File: src/rtl/sysreg_bank_pkg.sv
package sysreg_bank_pkg;

    localparam int NUM_COPIES = 4;
    localparam int COPY_W     = $clog2(NUM_COPIES);

    typedef enum logic [2:0] {
        RES_NONE  = 3'b000,
        RES_OK    = 3'b001,
        RES_UNDEF = 3'b010,
        RES_TRAP  = 3'b100
    } res_e;

    typedef struct packed {
        logic [1:0] level;
        logic       l2_en;
        logic       l2_wide;
        logic       l3_present;
        logic       l3_narrow;
        logic       grp_trap;
        logic       vm_rd_trap;
        logic       vm_wr_trap;
        logic       sec_ns;
        logic       sec_dis_a;
        logic       sec_dis_b;
        logic       ext_fmt;
    } ctl_t;

    typedef struct packed {
        res_e              res;
        logic [COPY_W-1:0] copy;
        logic              banked;
        logic              trap_wide;
    } route_t;

    // Copy index layout: bit 1 = secure bank, bit 0 = extended format.
    function automatic logic [COPY_W-1:0] copy_idx(input logic secure, input logic ext);
        return {secure, ext};
    endfunction

endpackage

File: src/rtl/sysreg_enc_match.sv
module sysreg_enc_match #(
    parameter logic [3:0] M_CP   = 4'd15,
    parameter logic [2:0] M_OPC1 = 3'd0,
    parameter logic [3:0] M_CRN  = 4'd10,
    parameter logic [3:0] M_CRM  = 4'd2,
    parameter logic [2:0] M_OPC2 = 3'd0
) (
    input  logic       valid,
    input  logic [3:0] cp,
    input  logic [2:0] opc1,
    input  logic [3:0] crn,
    input  logic [3:0] crm,
    input  logic [2:0] opc2,
    output logic       hit
);
    always_comb begin
        hit = valid && (cp == M_CP) && (opc1 == M_OPC1) && (crn == M_CRN)
                    && (crm == M_CRM) && (opc2 == M_OPC2);
    end
endmodule

File: src/rtl/sysreg_route.sv
module sysreg_route
    import sysreg_bank_pkg::*;
(
    input  logic   is_write,
    input  ctl_t   ctl,
    output route_t route
);
    logic secure;
    logic banked;
    res_e res;

    always_comb begin
        res    = RES_OK;
        secure = 1'b0;
        banked = 1'b0;
        unique case (ctl.level)
            2'd0: res = RES_UNDEF;
            2'd1: begin
                banked = ctl.l3_present && ctl.l3_narrow;
                if (ctl.l2_en && ctl.grp_trap)
                    res = RES_TRAP;
                else if (ctl.l2_en && (is_write ? ctl.vm_wr_trap : ctl.vm_rd_trap))
                    res = RES_TRAP;
            end
            2'd2: banked = ctl.l3_present && ctl.l3_narrow;
            default: begin
                banked = 1'b1;
                secure = !ctl.sec_ns;
                if (is_write && !ctl.sec_ns && (ctl.sec_dis_a || ctl.sec_dis_b))
                    res = RES_UNDEF;
            end
        endcase

        route.res       = res;
        route.copy      = (res == RES_OK) ? copy_idx(secure, ctl.ext_fmt) : '0;
        route.banked    = (res == RES_OK) && banked;
        route.trap_wide = (res == RES_TRAP) && ctl.l2_wide;
    end
endmodule

File: src/rtl/sysreg_copies.sv
module sysreg_copies
    import sysreg_bank_pkg::*;
#(
    parameter int DATA_W = 32
) (
    input  logic              clk,
    input  logic              rst,
    input  logic              we,
    input  logic [COPY_W-1:0] sel,
    input  logic [DATA_W-1:0] wdata,
    output logic [DATA_W-1:0] rdata
);
    logic [DATA_W-1:0] store [NUM_COPIES];

    for (genvar i = 0; i < NUM_COPIES; i++) begin : g_copy
        always_ff @(posedge clk) begin
            if (rst)
                store[i] <= '0;
            else if (we && (sel == COPY_W'(i)))
                store[i] <= wdata;
        end

        // a copy not addressed by a write keeps its value
        p_copy_hold_r10: assert property (@(posedge clk) disable iff (rst)
            !(we && (sel == COPY_W'(i))) |=> $stable(store[i]))
            else $error("copy %0d changed without a write", i);
    end

    always_comb rdata = store[sel];
endmodule

File: src/rtl/sysreg_bank_ctl.sv
module sysreg_bank_ctl
    import sysreg_bank_pkg::*;
#(
    parameter int         DATA_W    = 32,
    parameter int         SYND_W    = 6,
    parameter logic [5:0] TRAP_CODE = 6'h03
) (
    input  logic              clk,
    input  logic              rst,
    input  logic              req_valid,
    input  logic              req_write,
    input  logic [3:0]        req_cp,
    input  logic [2:0]        req_opc1,
    input  logic [3:0]        req_crn,
    input  logic [3:0]        req_crm,
    input  logic [2:0]        req_opc2,
    input  logic [DATA_W-1:0] req_wdata,
    input  logic [1:0]        cur_level,
    input  logic              lvl2_enabled,
    input  logic              lvl2_wide,
    input  logic              lvl3_present,
    input  logic              lvl3_narrow,
    input  logic              grp_trap,
    input  logic              vm_rd_trap,
    input  logic              vm_wr_trap,
    input  logic              sec_ns,
    input  logic              sec_dis_a,
    input  logic              sec_dis_b,
    input  logic              ext_fmt,
    output logic              rsp_valid,
    output logic              rsp_ok,
    output logic              rsp_undef,
    output logic              rsp_trap,
    output logic              rsp_trap_wide,
    output logic [SYND_W-1:0] rsp_syndrome,
    output logic [1:0]        rsp_copy,
    output logic              rsp_banked,
    output logic [DATA_W-1:0] rsp_rdata
);
    logic              hit;
    ctl_t              ctl;
    route_t            route;
    logic              store_we;
    logic [DATA_W-1:0] store_rd;
    res_e              res_q;

    always_comb begin
        ctl.level      = cur_level;
        ctl.l2_en      = lvl2_enabled;
        ctl.l2_wide    = lvl2_wide;
        ctl.l3_present = lvl3_present;
        ctl.l3_narrow  = lvl3_narrow;
        ctl.grp_trap   = grp_trap;
        ctl.vm_rd_trap = vm_rd_trap;
        ctl.vm_wr_trap = vm_wr_trap;
        ctl.sec_ns     = sec_ns;
        ctl.sec_dis_a  = sec_dis_a;
        ctl.sec_dis_b  = sec_dis_b;
        ctl.ext_fmt    = ext_fmt;
    end

    sysreg_enc_match u_match (
        .valid (req_valid),
        .cp    (req_cp),
        .opc1  (req_opc1),
        .crn   (req_crn),
        .crm   (req_crm),
        .opc2  (req_opc2),
        .hit   (hit)
    );

    sysreg_route u_route (
        .is_write (req_write),
        .ctl      (ctl),
        .route    (route)
    );

    assign store_we = hit && req_write && (route.res == RES_OK);

    sysreg_copies #(.DATA_W(DATA_W)) u_copies (
        .clk   (clk),
        .rst   (rst),
        .we    (store_we),
        .sel   (route.copy),
        .wdata (req_wdata),
        .rdata (store_rd)
    );

    always_ff @(posedge clk) begin
        if (rst || !hit) begin
            rsp_valid     <= 1'b0;
            res_q         <= RES_NONE;
            rsp_trap_wide <= 1'b0;
            rsp_syndrome  <= '0;
            rsp_copy      <= '0;
            rsp_banked    <= 1'b0;
            rsp_rdata     <= '0;
        end else begin
            rsp_valid     <= 1'b1;
            res_q         <= route.res;
            rsp_trap_wide <= route.trap_wide;
            rsp_syndrome  <= (route.res == RES_TRAP) ? SYND_W'(TRAP_CODE) : '0;
            rsp_copy      <= route.copy;
            rsp_banked    <= route.banked;
            rsp_rdata     <= ((route.res == RES_OK) && !req_write) ? store_rd : '0;
        end
    end

    assign rsp_ok    = res_q[0];
    assign rsp_undef = res_q[1];
    assign rsp_trap  = res_q[2];

    // foreign encodings get no response
    p_silent_r1: assert property (@(posedge clk) disable iff (rst)
        (req_valid && !hit) |=> !rsp_valid);
    // one result per response, none when idle
    p_onehot_r2: assert property (@(posedge clk) disable iff (rst)
        rsp_valid |-> ($countones({rsp_trap, rsp_undef, rsp_ok}) == 1));
    p_idle_r2: assert property (@(posedge clk) disable iff (rst)
        !rsp_valid |-> ($countones({rsp_trap, rsp_undef, rsp_ok}) == 0));
    // level 0 is always refused
    p_lvl0_r3: assert property (@(posedge clk) disable iff (rst)
        (hit && cur_level == 2'd0) |=> rsp_undef);
    // trap carries the fixed syndrome
    p_code_r4: assert property (@(posedge clk) disable iff (rst)
        rsp_trap |-> (rsp_syndrome == SYND_W'(TRAP_CODE)));
    // level 3 bank follows the security state
    p_lvl3bank_r7: assert property (@(posedge clk) disable iff (rst)
        (hit && cur_level == 2'd3 && !req_write) |=> (rsp_ok && rsp_copy[1] == !$past(sec_ns)));
    // secure write blocked by either disable line
    p_secblk_r8: assert property (@(posedge clk) disable iff (rst)
        (hit && req_write && cur_level == 2'd3 && !sec_ns && (sec_dis_a || sec_dis_b))
        |=> rsp_undef);
endmodule

File: config.mk
export PLATFORM = sky130hd
export DESIGN_NAME = sysreg_bank_ctl
export DESIGN_NICKNAME = d
export VERILOG_FILES = /design/src/rtl/sysreg_bank_pkg.sv /design/src/rtl/sysreg_enc_match.sv /design/src/rtl/sysreg_route.sv /design/src/rtl/sysreg_copies.sv /design/src/rtl/sysreg_bank_ctl.sv
export SDC_FILE = /design/constraint.sdc
export NUM_CORES = 1
export LEC_CHECK = 0
export CORE_MARGIN = 2
export CORE_UTILIZATION = 40
export CTS_CLUSTER_DIAMETER = 80
export DETAILED_ROUTE_END_ITERATION = 6
export DONT_BUFFER_PORTS = 1
export PLACE_DENSITY = 0.64
export SLEW_MARGIN = 20
export SYNTH_ARGS = -nofsm -noshare
export SYNTH_HDL_FRONTEND = slang
export SYNTH_HIERARCHICAL = 1
export SYNTH_SLANG_ARGS = --single-unit
export TNS_END_PERCENT = 100
File: constraint.sdc
create_clock -name clk -period 3.5 [get_ports clk]
set_input_delay 0 -clock clk [delete_from_list [all_inputs] [get_ports clk]]
set_output_delay 0 -clock clk [all_outputs]
set_load 0.01 [all_outputs]
==> impl_results.rst, run 1 <==
.. list-table::
   :header-rows: 1

   * - Metric
     - Value
   * - Worst slew pin tran
     - 0.881 ns
   * - Fraction of synthesized cell area taken by the top area cell type
     - 54.9%
   * - Max cap viols
     - 0
   * - Finished layout cell area
     - 8270 µm²
   * - CTS tree
     - built
   * - Overall global routing resource usage
     - 17.6%
   * - Hold Crit Endpoint
     - rsp_copy[0]
   * - Mapped Avg Cell Area
     - 14.2 µm²
   * - Start point of the worst min-delay path
     - req_opc2[2]
   * - Category of the critical setup timing path
     - in2reg
   * - Die Height
     - 136 µm
   * - Required arrival time at the worst endpoint
     - 3.57 ns
   * - Via density per instance
     - 5.17
   * - Gate count of the mapped netlist
     - 492
   * - Number of cells traversed by the worst hold path
     - 3
   * - Number of storage elements in the synthesis netlist
     - 169
   * - # setup viols final
     - 0
   * - Status
     - complete, no violations
   * - Number of warnings reported in the yosys synthesis log
     - 6
   * - Count of flip-flops with a built-in enable after synthesis
     - 128
   * - Final hold vios
     - 0
   * - Iteration-0 DRC count of the detailed router
     - 220
   * - Min cycle time layout
     - 2.39 ns
   * - Final antenna-violating net count
     - 0
   * - Largest fanout on the critical path
     - 26
   * - Root buf cell
     - clkbuf_16
   * - Area growth from synthesis to layout
     - 18.2%
   * - Overall routed net length
     - 15.4 mm
   * - Via count of the first global-routing pass
     - 4,310
   * - Largest net degree at the start of global routing
     - 38
   * - Setup repair after global routing missed its margin
     - false
   * - Share of post-route cells with drive strength above 1
     - 17.7%
   * - Accumulated negative setup slack
     - 0 ns
   * - Synth async-reset ratio
     - 0%
   * - Arr. time, crit path
     - 2.47 ns
   * - Synth area leader
     - edfxtp_1
   * - Kind of path behind the tightest hold check
     - in2reg
   * - I/O pins
     - 113
   * - Initial Util
     - 40.7%
   * - Most frequent cells after synthesis
     - nor2_1 (135), edfxtp_1 (128), dfxtp_1 (41)
   * - Clock insertion delay at the later pin of the skew report
     - 0.43 ns
   * - Final cycle utilization of the critical path
     - 68.3%
   * - Max frequency
     - 0.418 GHz
   * - Startpoint kind of the worst setup timing path
     - primary input
   * - Leakage power
     - 2.85 nW
   * - Std-Cell Rows
     - 48
   * - Main flop type after synthesis
     - edfxtp_1
   * - Headroom to the max-slew limit
     - 41.0%
   * - Sequential element share of the synthesized area
     - 66.7%
   * - Post-DP HPWL
     - 9.22 mm
   * - Maximum ir drop on the vdd rail
     - 0.331 mV
   * - End of the worst register-to-register path
     - rsp_rdata[8]
   * - Number of nets at the end of the flow
     - 599
   * - Distinct cell type count of the synthesized netlist
     - 35
   * - Die outline width
     - 136 µm
   * - Antenna violations before repair
     - 0
   * - Critical register-to-register path startpoint
     - u_copies/store[3][8]
   * - Worst clock skew
     - 0.00792 ns
   * - Grt ovf
     - 0
   * - Diodes inserted
     - 0
   * - Core ar.
     - 17,200 µm²
   * - Num Clock Sinks
     - 169
   * - Netlist area before placement
     - 7000 µm²
   * - Total clock buffers created by CTS
     - 17
   * - Detailed-route via count
     - 3,957
   * - Largest cells by area after synthesis
     - edfxtp_1 (55%), dfxtp_1 (12%), mux4_2 (10%)
   * - Final weighted congestion in routability-driven placement
     - 0.730
   * - Routed length per placed instance
     - 20.1 µm
   * - Die outline area
     - 18,600 µm²
   * - Cells resized by post-CTS repair
     - 0
   * - R2R setup slack
     - 2.35 ns
   * - Cell area after placement
     - 7210 µm²
   * - Worst reg2reg path depth
     - 2
   * - Element type at the critical path end
     - flip-flop
   * - Wire length of the first global-routing pass
     - 23.6 mm
   * - Clk pin slew, worst setup/hold paths
     - 0.06 ns
   * - Number of max-slew violations in the final report
     - 0
   * - Pwr per Cell Area
     - 549 nW/µm²
   * - CTS H-Tree Depth
     - 4
   * - DRC violations left
     - 0
   * - Most frequent cell after synthesis
     - nor2_1
   * - Drt first pass iters
     - 4
   * - Clock Tree Buf Depth
     - 2
   * - Number of input and output port buffers inserted
     - 0
-- stage by stage --
step                      hold slack, ns  util [%]  total power [mW]  setup WS [ns]  instances
after floorplan                    0.203         -              2.47        -0.0483        495
after global placement             0.181      42.0              2.51          0.987        693
after detailed placement           0.183      42.0              2.52          0.950        693
after CTS                       0.000912      48.1              4.58           1.05        766
after global routing              0.0181      48.1              4.69          0.954        766
final                             0.0123      48.1              4.54           1.11        766
-- routing by layer --
| metal | track usage [%] | vias up | share of wire, % |
|---|---|---|---|
| met2 | 30.2 | 162 | 52 |
| li1 | - | 1847 | - |
| met3 | 4.74 | 14 | 8.4 |
| met5 | 0 | - | 0 |
| met1 | 20.9 | 1934 | 38 |
| met4 | 7.06 | 0 | 1.4 |
-- registers in the layout, indices dropped and copies added (netlist names) --
register and count:
rsp_trap_wide 1, res_q 3, u_copies/store 128, rsp_valid 1, rsp_banked 1, rsp_copy 2
rsp_rdata 32, rsp_syndrome 1
-- repair_timing --
| action | 4_1_cts | 5_1_grt |
|---|---|---|
| hold endpoints to repair | 164 | 0 |
| buffers inserted | 0 | 0 |
| hold buffers | 41 | 0 |
-- cell type report --
cell class | count | area (µm²)
inverters | 6 | 22.5
fillers | 1532 | 8910
multi-input cells | 278 | 2100
well taps | 225 | 282
clock buffers | 21 | 440
flip-flops and latches | 169 | 4660
clock inverters | 11 | 196
repair buffers | 56 | 558
-- kinds of logic (layout without fill, tap and decap cells) --
| kind of cell | after synthesis | after routing | share of synthesized area (%) |
|---|---|---|---|
| simple gates | 226 | 226 | 16.6 |
| fa+ha+maj | 4 | 4 | 0.715 |
| other cells | 1 | 4 | 0.0536 |
| flops | 169 | 169 | 66.7 |
| buf+inv | 48 | 94 | 4.29 |
| compound gates | 11 | 11 | 1.18 |
| mux | 33 | 33 | 10.4 |
-- power breakdown --
| group | switching, mW | total, mW | leakage [nW] | internal [mW] |
|---|---|---|---|---|
| registers | 0.0202 | 2.24 | 1.54 | 2.22 |
| logic | 0.141 | 0.273 | 1.02 | 0.132 |
| clock network | 0.759 | 2.03 | 0.290 | 1.27 |
-- worst max path at each step --
stage	from	end	slack, ns	cells after the start
2_1_floorplan	req_crm[3]	u_copies/store[3][0]	-0.05	10
3_3_place_gp	cur_level[0]	u_copies/store[3][30]	0.99	7
3_5_place_dp	cur_level[0]	u_copies/store[3][25]	0.95	7
4_1_cts	req_write	u_copies/store[3][27]	1.05	7
5_1_grt	req_write	u_copies/store[3][1]	0.95	7
6_report	req_write	u_copies/store[3][3]	1.11	7
-- placed cells by master, fill, tap and decap left out, types with 13 or more instances in the layout --
cell type and count:
dlygate4sd3_1 40, buf_4 13, dfxtp_1 41, nor2_1 134, and3_1 31, nand3b_1 33
clkbuf_16 17, edfxtp_1 128, mux4_2 32
-- critical path, cell delays in order --
cell and delay, ns:
dlygate4sd3_1 0.57, nand3b_1 0.13, nor2_1 0.08, nor3b_2 0.73, nand2_1 0.23, o21bai_4 0.28
buf_4 0.43
No activity file was read; power rests on OpenSTA's default activity.
==> run 2, diff against run 1 <==
==> constraint.sdc (replaced) <==
create_clock -name clk -period 2.15 [get_ports clk]
set_input_delay 0 -clock clk [delete_from_list [all_inputs] [get_ports clk]]
set_output_delay 0 -clock clk [all_outputs]
set_load 0.01 [all_outputs]
==> impl_results.rst, run 2 (synthesis gave the netlist of run 1 again) <==
.. list-table::
   :header-rows: 1

   * - Metric
     - Value
   * - Status
     - complete, no violations (unchanged)
   * - Final weighted congestion in routability-driven placement
     - 0.752 (was 0.730)
   * - Leakage power
     - 2.92 nW (was 2.85 nW)
   * - DRC violations left
     - 0 (unchanged)
   * - Most common cell after layout, fill and taps aside
     - nor2_1 (unchanged)
   * - Kind of path behind the tightest hold check
     - in2reg (unchanged)
   * - Final core area utilization
     - 48.7% (was 48.1%)
   * - Diodes inserted
     - 0 (unchanged)
   * - Maximum ir drop on the vdd rail
     - 0.620 mV (was 0.331 mV)
   * - Die outline area
     - 18,600 µm² (unchanged)
   * - Finished layout cell area
     - 8370 µm² (was 8270 µm²)
   * - Postcts setup bufs
     - 0 (unchanged)
   * - Overall routed net length
     - 15.2 mm (was 15.4 mm)
   * - Hold Crit Endpoint
     - rsp_copy[1] (was rsp_copy[0])
   * - Element type at the critical path end
     - flip-flop (unchanged)
   * - Num Clock Sinks
     - 169 (unchanged)
   * - Startpoint kind of the worst setup timing path
     - primary input (unchanged)
   * - Placement-stage worst setup slack
     - -0.00274 ns (was 0.950 ns)
   * - Clock Tree Buf Depth
     - 2 (unchanged)
   * - Critical register-to-register path startpoint
     - u_copies/store[3][22] (was u_copies/store[3][8])
   * - Area growth from synthesis to layout
     - 19.6% (was 18.2%)
   * - Final antenna-violating net count
     - 0 (unchanged)
   * - R2R setup slack
     - 0.99 ns (was 2.35 ns)
   * - Cell area after placement
     - 7400 µm² (was 7210 µm²)
   * - Start point of the worst min-delay path
     - req_opc2[0] (was req_opc2[2])
   * - Clock insertion delay at the later pin of the skew report
     - 0.42 ns (was 0.43 ns)
   * - Worst reg2reg path depth
     - 2 (unchanged)
   * - Max frequency
     - 0.535 GHz
   * - Hold slack final
     - 0.0193 ns (was 0.0123 ns)
   * - Antenna violations before repair
     - 0 (unchanged)
   * - Finished Layout Cells
     - 781 (was 766)
   * - Worst slew pin tran
     - 0.567 ns (was 0.881 ns)
   * - Die outline width
     - 136 µm (unchanged)
   * - Largest net degree at the start of global routing
     - 37 (was 38)
   * - Wire length of the first global-routing pass
     - 23.3 mm (was 23.6 mm)
   * - Crit path buf inv count
     - 4 (was 2)
   * - Multi-input combinational cell area
     - 2110 µm² (was 2100 µm²)
   * - Routed length per placed instance
     - 19.5 µm (was 20.1 µm)
   * - Setup repair after global routing missed its margin
     - false (unchanged)
   * - Regs by FF count
     - u_copies/store (128), rsp_rdata (32), res_q (3) (unchanged)
   * - Number of max-slew violations in the final report
     - 0 (unchanged)
   * - Standard cell with the maximum stage delay on the critical path
     - dlygate4sd3_1 (was nor3b_2)
   * - Area occupied by registers
     - 4660 µm² (unchanged)
   * - Max cap viols
     - 0 (unchanged)
   * - Total clock buffers created by CTS
     - 17 (unchanged)
   * - Overall global routing resource usage
     - 17.1% (was 17.6%)
   * - CTS tree
     - built (unchanged)
   * - CTS H-Tree Depth
     - 4 (unchanged)
   * - Arr. time, crit path
     - 1.99 ns (was 2.47 ns)
   * - Final cycle utilization of the critical path
     - 87.0%
   * - Drt first pass iters
     - 5 (was 4)
   * - Min cycle time layout
     - 1.87 ns
   * - Number of input and output port buffers inserted
     - 0 (unchanged)
   * - Root buf cell
     - clkbuf_16 (unchanged)
   * - Std-Cell Rows
     - 48 (unchanged)
   * - End of the worst register-to-register path
     - rsp_rdata[22] (was rsp_rdata[8])
   * - Most used cells in the layout excluding fill and tap cells
     - nor2_1 (134), edfxtp_1 (128), dlygate4sd3_1 (41), dfxtp_1 (41), nand3b_1 (33) (was nor2_1 (134), edfxtp_1 (128), dfxtp_1 (41), dlygate4sd3_1 (40), nand3b_1 (33))
   * - Biggest register
     - u_copies/store (unchanged)
   * - CP top delay family
     - buffers and inverters (was simple AND/OR/NAND/NOR gates)
   * - Final worst setup slack
     - 0.280 ns (was 1.11 ns)
   * - Detailed-route via count
     - 4,052 (was 3,957)
   * - Final hold vios
     - 0 (unchanged)
   * - Initial Util
     - 40.7% (unchanged)
   * - Via density per instance
     - 5.19 (was 5.17)
   * - Required arrival time at the worst endpoint
     - 2.27 ns (was 3.57 ns)
   * - Number of flip-flops under the largest register name
     - 128 (unchanged)
   * - Clk pin slew, worst setup/hold paths
     - 0.06 ns (about the same)
   * - Die Height
     - 136 µm (unchanged)
   * - Number of nets at the end of the flow
     - 614 (was 599)
   * - I/O pins
     - 113 (unchanged)
   * - Slowest cell delay on critical path
     - 0.54 ns (was 0.73 ns)
   * - Total of fill cells in the finished design
     - 1,509 (was 1,532)
   * - Overall power of the completed layout
     - 6.91 mW (was 4.54 mW)
   * - Post-DP HPWL
     - 9.82 mm (was 9.22 mm)
   * - Grt ovf
     - 0 (unchanged)
   * - Core ar.
     - 17,200 µm² (unchanged)
   * - Worst clock skew
     - 0.00924 ns (was 0.00792 ns)
   * - Accumulated negative setup slack
     - 0 ns (unchanged)
   * - Pwr per Cell Area
     - 826 nW/µm² (was 549 nW/µm²)
   * - Category of the critical setup timing path
     - in2reg (unchanged)
   * - Count of hold buffers inserted by post-cts repair
     - 42 (was 41)
   * - Via count of the first global-routing pass
     - 4,243 (was 4,310)
   * - Number of placed instances with taps included
     - 707 (was 693)
   * - Number of cells traversed by the worst hold path
     - 3 (unchanged)
   * - # setup viols final
     - 0 (unchanged)
   * - Share of post-route cells with drive strength above 1
     - 19.2% (was 17.7%)
   * - Sequence of cells on the critical path
     - dlygate4sd3_1, inv_1, a21oi_1, o22ai_1, and4bb_4, and2_4, clkinvlp_4, o21bai_4, buf_12 (was dlygate4sd3_1, nand3b_1, nor2_1, nor3b_2, nand2_1, o21bai_4, buf_4)
   * - Iteration-0 DRC count of the detailed router
     - 225 (was 220)
   * - Largest fanout on the critical path
     - 17 (was 26)
   * - Cells resized by post-CTS repair
     - 0 (unchanged)
   * - Headroom to the max-slew limit
     - 62.2% (was 41.0%)
[run 2: cell types whose count changed in the layout (fill, tap and decap cells not counted), moves of 2 or more]
| cell | change |
|---|---|
| clkinvlp_4 | -2 |
| clkinv_2 | +4 |
| buf_4 | +8 |
| buf_12 | +6 |
| nand2b_2 | -2 |
| bufinv_16 | -4 |
| nand2b_1 | +2 |
[run 2: layer usage]
| layer | track usage, % | up-vias | part of all wire (%) |
|---|---|---|---|
| met1 | 21.4 | 2016 | 41 |
| met3 | 4.47 | 2 | 7.0 |
| met4 | 4.86 | 0 | 0.41 |
| met5 | 0 | - | 0 |
| li1 | - | 1876 | - |
| met2 | 29.2 | 158 | 51 |
[run 2: how the worst max path moves through the flow]
stage	cells past startpoint	end	slack (ns)	startpoint
after floorplan	10	u_copies/store[0][0]	-0.41	req_opc1[1]
after global placement	8	u_copies/store[0][3]	0.08	req_opc1[1]
after detailed placement	8	u_copies/store[3][8]	-0.003	req_crm[3]
after CTS	9	u_copies/store[3][8]	0.29	lvl2_enabled
after global routing	9	u_copies/store[2][0]	0.18	lvl2_enabled
final	9	u_copies/store[3][11]	0.28	lvl2_enabled
[run 2: layout make-up]
cell class                      instances  area share (%)
Tap cell                              225            3.37
Clock inverter                          9           0.927
Multi-Input combinational cell        278            25.2
Sequential cell                       169            55.8
Clock buffer                           23            5.47
Inverter                                6           0.314
Timing Repair Buffer                   71            8.94
[run 2: worst min-delay path: cells and delay by family]
kind	cells	cell delay, ns
and+or+nand+nor	3	0.38
[run 2: where the power goes]
part | internal [mW] | switching (mW) | total (mW)
combinational | 0.250 | 0.234 | 0.484
sequential | 3.62 | 0.0338 | 3.65
clock | 1.61 | 1.16 | 2.77
total | 5.48 | 1.43 | 6.91
==> run 3, diff against run 2 <==
--- a/config.mk
+++ b/config.mk
@@ -7,6 +7,7 @@
 export LEC_CHECK = 0
 export CORE_MARGIN = 2
 export CORE_UTILIZATION = 40
+export CTS_BUF_LIST = sky130_fd_sc_hd__clkbuf_4 sky130_fd_sc_hd__clkbuf_8 sky130_fd_sc_hd__clkbuf_16
 export CTS_CLUSTER_DIAMETER = 80
 export DETAILED_ROUTE_END_ITERATION = 6
 export DONT_BUFFER_PORTS = 1
@@ -14,6 +15,5 @@
 export SLEW_MARGIN = 20
 export SYNTH_ARGS = -nofsm -noshare
 export SYNTH_HDL_FRONTEND = slang
-export SYNTH_HIERARCHICAL = 1
 export SYNTH_SLANG_ARGS = --single-unit
 export TNS_END_PERCENT = 100
==> impl_results.rst, run 3 <==
.. list-table::
   :header-rows: 1

   * - Metric
     - Value
   * - Number of max-slew violations in the final report
     - 0 (unchanged)
   * - Most common cell after layout, fill and taps aside
     - edfxtp_1 (was nor2_1)
   * - Finished Layout Cells
     - 864 (was 781)
   * - Internal cell power
     - 5.67 mW (was 5.48 mW)
   * - Netlist area before placement
     - 7650 µm² (was 7000 µm²)
   * - Required arrival time at the worst endpoint
     - 2.26 ns (was 2.27 ns)
   * - Via count of the first global-routing pass
     - 5,019 (was 4,243)
   * - Num Clock Sinks
     - 169 (unchanged)
   * - Worst path most repeated cell
     - buf_4
   * - Element type at the critical path end
     - flip-flop (unchanged)
   * - Synth async-reset ratio
     - 0% (unchanged)
   * - Routed length per placed instance
     - 20.5 µm (was 19.5 µm)
   * - End of the worst register-to-register path
     - rsp_rdata[8] (was rsp_rdata[22])
   * - Biggest register
     - u_copies.store (was u_copies/store)
   * - Clock Tree Buf Depth
     - 2 (unchanged)
   * - Final cycle utilization of the critical path
     - 96.1% (was 87.0%)
   * - Grt ovf
     - 0 (unchanged)
   * - Most frequent cell after synthesis
     - edfxtp_1 (was nor2_1)
   * - Clk pin slew, worst setup/hold paths
     - 0.06 ns (about the same)
   * - Arr. time, crit path
     - 2.18 ns (was 1.99 ns)
   * - Worst reg2reg path depth
     - 3 (was 2)
   * - Diodes inserted
     - 0 (unchanged)
   * - Synth area leader
     - edfxtp_1 (unchanged)
   * - Number of gates on the worst path with buffers counted
     - 9 (unchanged)
   * - Cells resized by post-CTS repair
     - 0 (unchanged)
   * - # setup viols final
     - 0 (unchanged)
   * - Main flop type after synthesis
     - edfxtp_1 (unchanged)
   * - Regs by FF count
     - u_copies.store (128), rsp_rdata (32), res_q (3) (was u_copies/store (128), rsp_rdata (32), res_q (3))
   * - CTS H-Tree Depth
     - 4 (unchanged)
   * - Startpoint kind of the worst setup timing path
     - primary input (unchanged)
   * - Area growth from synthesis to layout
     - 18.8% (was 19.6%)
   * - Count of hold buffers inserted by post-cts repair
     - 53 (was 42)
   * - CTS tree
     - built (unchanged)
   * - CP top delay family
     - buffers and inverters (unchanged)
   * - Most frequent cells after synthesis
     - edfxtp_1 (128), nor3_1 (66), nor3_2 (65), o21ai_0 (65), dfxtp_1 (41) (was nor2_1 (135), edfxtp_1 (128), dfxtp_1 (41))
   * - Die outline width
     - 142 µm (was 136 µm)
   * - Overall global routing resource usage
     - 17.9% (was 17.1%)
   * - Number of placed instances with taps included
     - 779 (was 707)
   * - Origin of the worst setup path
     - cur_level[1] (was lvl2_enabled)
   * - CP endpoint
     - u_copies.store[2][23] (was u_copies/store[3][11])
   * - Largest net degree at the start of global routing
     - 66 (was 37)
   * - Clock insertion delay at the later pin of the skew report
     - 0.44 ns (was 0.42 ns)
   * - Number of storage elements in the synthesis netlist
     - 169 (unchanged)
   * - Core ar.
     - 18,800 µm² (was 17,200 µm²)
   * - Number of nets at the end of the flow
     - 689 (was 614)
   * - Headroom to the max-slew limit
     - 34.5% (was 62.2%)
   * - R2R setup slack
     - 1.16 ns (was 0.99 ns)
   * - Overall power of the completed layout
     - 7.40 mW (was 6.91 mW)
   * - Crit path buf inv count
     - 4 (unchanged)
   * - Slowest cell delay on critical path
     - 0.57 ns (was 0.54 ns)
   * - Critical register-to-register path startpoint
     - u_copies.store[0][8] (was u_copies/store[3][22])
   * - Iteration-0 DRC count of the detailed router
     - 434 (was 225)
   * - Relative contribution of sequential cells to total power
     - 49.3% (was 52.9%)
   * - I/O pins
     - 113 (unchanged)
   * - Distinct cell type count of the synthesized netlist
     - 37 (was 35)
   * - Die Height
     - 142 µm (was 136 µm)
   * - Postcts setup bufs
     - 0 (unchanged)
   * - Number of flip-flops under the largest register name
     - 128 (unchanged)
   * - Root buf cell
     - clkbuf_16 (unchanged)
   * - Proportion of power drawn by combinational gates
     - 7.5% (was 7.0%)
   * - Mapped Avg Cell Area
     - 13.1 µm² (was 14.2 µm²)
   * - Total clock buffers created by CTS
     - 17 (unchanged)
   * - Net switching power
     - 1.73 mW (was 1.43 mW)
   * - Final antenna-violating net count
     - 0 (unchanged)
   * - Sequential element share of the synthesized area
     - 61.0% (was 66.7%)
   * - Gate count of the mapped netlist
     - 582 (was 492)
   * - Standard cell with the maximum stage delay on the critical path
     - dlygate4sd3_1 (unchanged)
   * - Fraction of synthesized cell area taken by the top area cell type
     - 50.2% (was 54.9%)
   * - Final hold vios
     - 0 (unchanged)
   * - Worst slew pin tran
     - 0.980 ns (was 0.567 ns)
   * - Via density per instance
     - 5.62 (was 5.19)
   * - Leakage power
     - 2.81 nW (was 2.92 nW)
   * - Min cycle time layout
     - 2.07 ns (was 1.87 ns)
   * - Kind of path behind the tightest hold check
     - in2reg (unchanged)
   * - Sequence of cells on the critical path
     - dlygate4sd3_1, inv_1, ha_1, and3_1, o31ai_2, buf_4, nand3_4, o21bai_4, buf_4 (was dlygate4sd3_1, inv_1, a21oi_1, o22ai_1, and4bb_4, and2_4, clkinvlp_4, o21bai_4, buf_12)
   * - Antenna violations before repair
     - 1 (was 0)
   * - Die outline area
     - 20,300 µm² (was 18,600 µm²)
   * - Total of fill cells in the finished design
     - 1,573 (was 1,509)
   * - Pwr per Cell Area
     - 814 nW/µm² (was 826 nW/µm²)
   * - Number of warnings reported in the yosys synthesis log
     - 0 (was 6)
   * - Final weighted congestion in routability-driven placement
     - 0.820 (was 0.752)
   * - Drt first pass iters
     - 5 (unchanged)
   * - Part of the power in the clock network
     - 43.2% (was 40.1%)
   * - Overall routed net length
     - 17.7 mm (was 15.2 mm)
   * - Share of post-route cells with drive strength above 1
     - 21.4% (was 19.2%)
   * - Largest cells by area after synthesis
     - edfxtp_1 (50%), dfxtp_1 (11%), nor3_2 (8.5%) (was edfxtp_1 (55%), dfxtp_1 (12%), mux4_2 (10%))
   * - Status
     - complete, no violations (unchanged)
   * - Number of input and output port buffers inserted
     - 0 (unchanged)
   * - Setup repair after global routing missed its margin
     - false (unchanged)
   * - Max cap viols
     - 0 (unchanged)
   * - Post-DP HPWL
     - 9.99 mm (was 9.82 mm)
   * - Std-Cell Rows
     - 50 (was 48)
   * - Maximum ir drop on the vdd rail
     - 0.478 mV (was 0.620 mV)
   * - Wire length of the first global-routing pass
     - 27.5 mm (was 23.3 mm)
   * - Proportion of total power due to net switching
     - 23.4% (was 20.6%)
   * - Initial Util
     - 40.8% (was 40.7%)
   * - Max frequency
     - 0.484 GHz (was 0.535 GHz)
   * - DRC violations left
     - 0 (unchanged)
   * - Largest fanout on the critical path
     - 18 (was 17)
   * - Detailed-route via count
     - 4,853 (was 4,052)
   * - Most used cells in the layout excluding fill and tap cells
     - edfxtp_1 (128), nor3_1 (66), nor3_2 (65), o21ai_0 (65), dlygate4sd3_1 (53) (was nor2_1 (134), edfxtp_1 (128), dlygate4sd3_1 (41), dfxtp_1 (41), nand3b_1 (33))
   * - Count of flip-flops with a built-in enable after synthesis
     - 128 (unchanged)
   * - Category of the critical setup timing path
     - in2reg (unchanged)
   * - Worst clock skew
     - 0.00656 ns (was 0.00924 ns)
[run 3: logic make-up after synthesis]
kind of cell / after synthesis / synth area share [%]
flops: 169 / 61.0
buf+inv: 70 / 5.18
mux: 33 / 4.38
fa+ha+maj: 5 / 0.818
other cells: 1 / 0.0490
simple gates: 197 / 18.4
compound gates: 107 / 10.2
[run 3: power by group through the flow]
stage / clock, mW / sequential [mW] / combinational (mW)
3_3_place_gp: 0 / 3.72 / 0.456
2_1_floorplan: 0 / 3.71 / 0.362
4_1_cts: 3.24 / 3.65 / 0.553
5_1_grt: 3.36 / 3.66 / 0.596
3_5_place_dp: 0 / 3.72 / 0.467
6_report: 3.20 / 3.65 / 0.552
[run 3: routing by layer]
layer | GRT usage (%) | wire (µm) | up-vias
met5 | 0 | 0 | -
met4 | 7.09 | 386 | 0
met3 | 4.44 | 817 | 26
met2 | 30.7 | 9070 | 131
met1 | 21.9 | 7460 | 2423
li1 | - | - | 2273
[run 3: worst register-to-register path, cell delays in order (launching register included)]
cell	delay (ns)
edfxtp_1	0.38
o21ai_0	0.20
o21ai_0	0.13
o2111a_1	0.18
[run 3: worst min-delay path by stage]
stage,from,to,slack (ns),cells past startpoint
after CTS,rst,u_copies.store[1][21],0.002,2
after global placement,lvl2_wide,rsp_trap_wide,0.15,2
after detailed placement,lvl2_wide,rsp_trap_wide,0.14,2
after floorplan,lvl2_wide,rsp_trap_wide,0.13,2
final,rst,u_copies.store[1][18],0.01,2
after global routing,rst,u_copies.store[1][29],0.02,2
[run 3: metrics by stage]
step                      hold slack [ns]  setup TNS [ns]  cell area, µm²  util (%)  setup slack, ns
final                              0.0133               0            9090      48.4           0.0834
after global routing               0.0194               0            9090      48.4           0.0291
after CTS                         0.00181               0            9090      48.4            0.111
after detailed placement            0.138               0            7950      42.3            0.272
after global placement              0.146               0            7950      42.3            0.351
after floorplan                     0.133          -41.21            7680         -           -0.328
[run 3: cell type report]
| class | count | area (µm²) | share of cell area [%] |
|---|---|---|---|
| sequential | 169 | 4660 | 51.3 |
| inverter | 6 | 22.5 | 0.248 |
| clock inverter | 15 | 188 | 2.06 |
| tap | 234 | 293 | 3.22 |
| timing repair buffer | 77 | 811 | 8.92 |
| multi-input combinational | 346 | 2690 | 29.6 |
| clock buffer | 17 | 425 | 4.68 |
